## src/rtl/wah_pkg.sv

```systemverilog
package wah_pkg;
  localparam int unsigned ATOM_W   = 64;
  localparam int unsigned CHUNK_W  = 63;
  localparam int unsigned RUN_LEN_W = 62;
  localparam int unsigned RUN_FLAG_BIT = 63;
  localparam int unsigned RUN_VAL_BIT  = 62;

  typedef logic [ATOM_W-1:0] word_t;

  function automatic logic atom_is_run(input word_t a);
    return a[RUN_FLAG_BIT];
  endfunction

  function automatic logic atom_run_value(input word_t a);
    return a[RUN_VAL_BIT];
  endfunction

  // Word produced for every chunk of a run: top bit clear, chunk bits replicate the value.
  function automatic word_t run_word(input logic value);
    word_t w;
    w = '0;
    w[CHUNK_W-1:0] = {CHUNK_W{value}};
    return w;
  endfunction
endpackage

```

## src/rtl/wah_atom_decode.sv

```systemverilog
module wah_atom_decode
  import wah_pkg::*;
#(
  parameter int unsigned LEN_W = 62
) (
  input  word_t             atom,
  output word_t             first_word,
  output logic [LEN_W-1:0]  beats,
  output logic              no_beats
);
  localparam int unsigned USE_W = (LEN_W < RUN_LEN_W) ? LEN_W : RUN_LEN_W;

  logic [LEN_W-1:0] run_beats;

  always_comb begin
    run_beats = '0;
    run_beats[USE_W-1:0] = atom[USE_W-1:0];
  end

  always_comb begin
    if (atom_is_run(atom)) begin
      first_word = run_word(atom_run_value(atom));
      beats      = run_beats;
    end else begin
      first_word = atom;
      beats      = LEN_W'(1);
    end
    no_beats = (beats == '0);
  end
endmodule

```

## src/rtl/wah_run_counter.sv

```systemverilog
module wah_run_counter
  import wah_pkg::*;
#(
  parameter int unsigned LEN_W = 62
) (
  input  logic             clk,
  input  logic             rst_n,
  input  logic             load,
  input  word_t            load_word,
  input  logic [LEN_W-1:0] load_beats,
  input  logic             load_last,
  input  logic             take,
  output logic             busy,
  output word_t            word,
  output logic             final_beat,
  output logic             vec_last
);
  logic [LEN_W-1:0] remain;

  always_ff @(posedge clk) begin
    if (!rst_n) begin
      busy     <= 1'b0;
      remain   <= '0;
      word     <= '0;
      vec_last <= 1'b0;
    end else if (load) begin
      busy     <= (load_beats != '0);
      remain   <= load_beats;
      word     <= load_word;
      vec_last <= load_last;
    end else if (take) begin
      remain <= remain - LEN_W'(1);
      if (final_beat) busy <= 1'b0;
    end
  end

  assign final_beat = (remain == LEN_W'(1));
endmodule

```

## src/rtl/wah_word_tally.sv

```systemverilog
module wah_word_tally #(
  parameter int unsigned CNT_W = 32,
  localparam int unsigned ROW_W = CNT_W + 6
) (
  input  logic             clk,
  input  logic             rst_n,
  input  logic             step,
  output logic [CNT_W-1:0] count,
  output logic [ROW_W-1:0] row
);
  logic [ROW_W-1:0] wide;

  always_ff @(posedge clk) begin
    if (!rst_n) count <= '0;
    else if (step) count <= count + CNT_W'(1);
  end

  // 63 * count as a shift and a subtract
  assign wide = ROW_W'(count);
  assign row  = (wide << 6) - wide;
endmodule

```

## src/rtl/wah_expander.sv

```systemverilog
module wah_expander
  import wah_pkg::*;
#(
  parameter int unsigned LEN_W = 62,
  parameter int unsigned CNT_W = 32,
  localparam int unsigned ROW_W = CNT_W + 6
) (
  input  logic             clk,
  input  logic             rst_n,
  input  logic             in_valid,
  output logic             in_ready,
  input  logic [63:0]      in_atom,
  input  logic             in_last,
  output logic             out_valid,
  input  logic             out_ready,
  output logic [63:0]      out_word,
  output logic             out_last,
  output logic [CNT_W-1:0] out_count,
  output logic [ROW_W-1:0] out_row
);
  // named internal events
  logic             in_fire;
  logic             out_fire;
  logic             run_final;
  logic             run_busy;
  logic             run_vec_last;
  word_t            dec_word;
  logic [LEN_W-1:0] dec_beats;
  logic             dec_empty;
  word_t            run_word_q;

  wah_atom_decode #(.LEN_W(LEN_W)) u_dec (
    .atom       (in_atom),
    .first_word (dec_word),
    .beats      (dec_beats),
    .no_beats   (dec_empty)
  );

  wah_run_counter #(.LEN_W(LEN_W)) u_run (
    .clk        (clk),
    .rst_n      (rst_n),
    .load       (in_fire),
    .load_word  (dec_word),
    .load_beats (dec_beats),
    .load_last  (in_last),
    .take       (out_fire),
    .busy       (run_busy),
    .word       (run_word_q),
    .final_beat (run_final),
    .vec_last   (run_vec_last)
  );

  wah_word_tally #(.CNT_W(CNT_W)) u_tally (
    .clk   (clk),
    .rst_n (rst_n),
    .step  (out_fire),
    .count (out_count),
    .row   (out_row)
  );

  assign out_valid = run_busy;
  assign out_word  = run_word_q;
  assign out_last  = run_busy & run_final & run_vec_last;
  assign out_fire  = out_valid & out_ready;
  assign in_ready  = ~run_busy | (out_ready & run_final);
  assign in_fire   = in_valid & in_ready;
endmodule

```

## config.mk

```make
export PLATFORM = sky130hd
export DESIGN_NAME = wah_expander
export DESIGN_NICKNAME = d
export VERILOG_FILES = /design/src/rtl/wah_pkg.sv /design/src/rtl/wah_atom_decode.sv /design/src/rtl/wah_run_counter.sv /design/src/rtl/wah_word_tally.sv /design/src/rtl/wah_expander.sv
export SDC_FILE = /design/constraint.sdc
export NUM_CORES = 1
export LEC_CHECK = 0
export CAP_MARGIN = 20
export CORE_ASPECT_RATIO = 0.8
export CORE_UTILIZATION = 36
export CTS_BUF_LIST = sky130_fd_sc_hd__clkbuf_16
export CTS_CLUSTER_SIZE = 10
export DETAILED_ROUTE_END_ITERATION = 7
export DONT_BUFFER_PORTS = 1
export PLACE_DENSITY = 0.59
export SKIP_CTS_REPAIR_TIMING = 1
export SLEW_MARGIN = 15
export SYNTH_ARGS = -nofsm -noshare
export SYNTH_HDL_FRONTEND = slang
export SYNTH_HIERARCHICAL = 1
export SYNTH_SLANG_ARGS = --single-unit
export TNS_END_PERCENT = 5
```

## constraint.sdc

```tcl
create_clock -name clk -period 8.1 [get_ports clk]
set_input_delay 0.81 -clock clk [delete_from_list [all_inputs] [get_ports clk]]
set_output_delay 0.81 -clock clk [all_outputs]
set_load 0.03 [all_outputs]
```

==> out/results.ini <==
[detailed_routing]
drtPass1Iterations=7
dr.first_iter.drc_count=657
wl_per_cell_um=17.7
drc=0
drt_wl_total_um=29400
postRouteAntennaNets=0
vias=9267
vias_per_cell=5.59

[cells_and_area]
final_nets=1373
syn2layout_area_growth_pct=7.37
num-fill-cells=2904
final_cell_area_um2=11400
final_cells=1658
drive_above_1_share_pct=5.13

[worst_setup_path]
slowest_stage=a211oi_1
reg2regPathDepth=10
arrival_ns=4.09
crit_top_cell=a21o_1
r2r-end=u_run/remain[10]$_SDFFE_PN0P_
crit_path_start=u_tally/count[5]$_SDFFE_PN0P_
worstReg2RegStart=u_run/remain[45]$_SDFFE_PN0P_
worst_setup_path_start_kind=register
crit_chain=ha_1 > a21o_1 > a21oi_1 > o211ai_1 > o22a_1 > a211o_1 > and2_1 > a21o_1 > a211oi_1
critical_path_required_ns=7.29
crit_path_end=out_row[32]
endpoint_kind=primary output
path_class=reg -> out
rrSetupSlack_ns=3.29
max_stage_delay_ns=0.95
path_max_fanout=8

[timing]
finalSetupViolCount=0
maxSlewHeadroom_pct=22.8
tns_ns=0
tightest_slew_ns=1.15
max_freq_mhz=204
report.final.hold_viol_count=0
slew_violations=0
rsz0062_at_grt=false
min_period_ns=4.90
fin_crit_sh_pct=60.5
finClkSkew_ns=0.0170

[placement]
dp.cells=1625
placed_area_um2=10700
dpl.hpwl_um=20800
io_buffers=0
gp_congestion=0.864

[outcome]
status=complete, no violations

[global_routing]
antenna_found_initial=1
grt_max_degree=164
track_usage_pct=19.2
grt_pass1_wl_um=47500
first_global_vias=8800
overflow=0

[pwr]
cellInternalPower_uw=1460
p_leak_uw=0.00452
power.share.switching_pct=33.8
p_comb_share_pct=18.9
powerDensity_nw_per_um2=194
p_sw_uw=744
power_frac_seq_pct=42.1
p_total_uw=2200
clockPowerShare_pct=39.0
ir_worst_vdd_mv=0.152

[die]
fp.dieH_um=155
start_util_pct=37.0
coreArea_um2=28600
die_area_um2=30100
num_rows=55
die_w_um=194
ios=206

[clock_tree]
cts_max_level=4
clkTransAtPathRegs_ns=0.07
numClockSinks=160
clk_latency_ns=0.44
cts_root_buf=clkbuf_16
tritoncts=built
clock_path_buffers=2
cts_buffers=17

[logic_synthesis]
synth.net_count=1434
ys_warn_count=6
synth_cells=1335
avgSynthCellArea_um2=7.93
synth_area_um2=10600

[hold_path]
min-delay-path-class=reg -> reg

[run]
cap_violations=0

[cell usage in the layout (no fill, tap or decap), drive strengths merged, types with 43 or more instances in the layout]
cell type / count
and2: 104
xnor2: 69
nor2b: 72
a21oi: 43
dfxtp: 160
inv: 109
nor4: 45
nand2: 66
nor3: 45
mux2i: 66
o21ai: 126
[metal layers]
| layer | part of all wire (%) | wire length [um] | up-vias | track usage (%) |
|---|---|---|---|---|
| li1 | - | - | 4570 | - |
| met1 | 47 | 13700 | 4313 | 25.8 |
| met2 | 43 | 12600 | 341 | 29.4 |
| met3 | 8.3 | 2450 | 43 | 5.44 |
| met4 | 2.2 | 648 | 0 | 6.59 |
| met5 | 0 | 0 | - | 0 |
[worst min path at each step]
stage	endpoint	cells past startpoint	start
after floorplan	u_run/remain[33]$_SDFFE_PN0P_	2	u_run/remain[33]$_SDFFE_PN0P_
after global placement	u_run/remain[33]$_SDFFE_PN0P_	2	u_run/remain[33]$_SDFFE_PN0P_
after detailed placement	u_run/remain[33]$_SDFFE_PN0P_	2	u_run/remain[33]$_SDFFE_PN0P_
after CTS	u_run/remain[33]$_SDFFE_PN0P_	2	u_run/remain[33]$_SDFFE_PN0P_
after global routing	u_tally/count[13]$_SDFFE_PN0P_	1	rst_n
final	u_run/remain[33]$_SDFFE_PN0P_	2	u_run/remain[33]$_SDFFE_PN0P_
[flip-flops by register name, indices dropped and copies added, names as in the netlist]
name            count
u_run/word         64
u_run/remain       62
u_tally/count      32
u_run/busy          1
u_run/vec_last      1
[stage by stage]
stage	util (%)	hold WS [ns]	setup slack [ns]
6_report	39.8	0.479	3.20
3_3_place_gp	37.6	0.462	3.47
4_1_cts	39.8	0.481	3.23
5_1_grt	39.8	0.498	2.94
2_1_floorplan	-	0.449	4.21
3_5_place_dp	37.6	0.471	3.38
[critical path, delay by kind of cell (launching register included)]
kind / cells / cell delay, ns
AOI/OAI and AO/OA: 7 / 2.26
adders and majority gates: 1 / 0.42
DFF: 1 / 0.76
and+or+nand+nor: 1 / 0.23
[power by group through the flow]
stage	sequential [uW]	combinational [uW]	clock, uW
after global routing	934	454	906
final	927	415	859
after detailed placement	944	411	0
after floorplan	927	364	0
after CTS	926	413	880
after global placement	943	404	0
[layout make-up]
type / instances / area [um2] / area share (%)
Sequential cell: 160 / 3200 / 28.2
Timing Repair Buffer: 5 / 37.5 / 0.330
Clock inverter: 15 / 195 / 1.72
Antenna cell: 1 / 2.50 / 0.0220
Clock buffer: 17 / 425 / 3.74
Inverter: 101 / 379 / 3.34
Tap cell: 370 / 463 / 4.08
Multi-Input combinational cell: 989 / 6650 / 58.6
(Power assumes the default switching activity.)
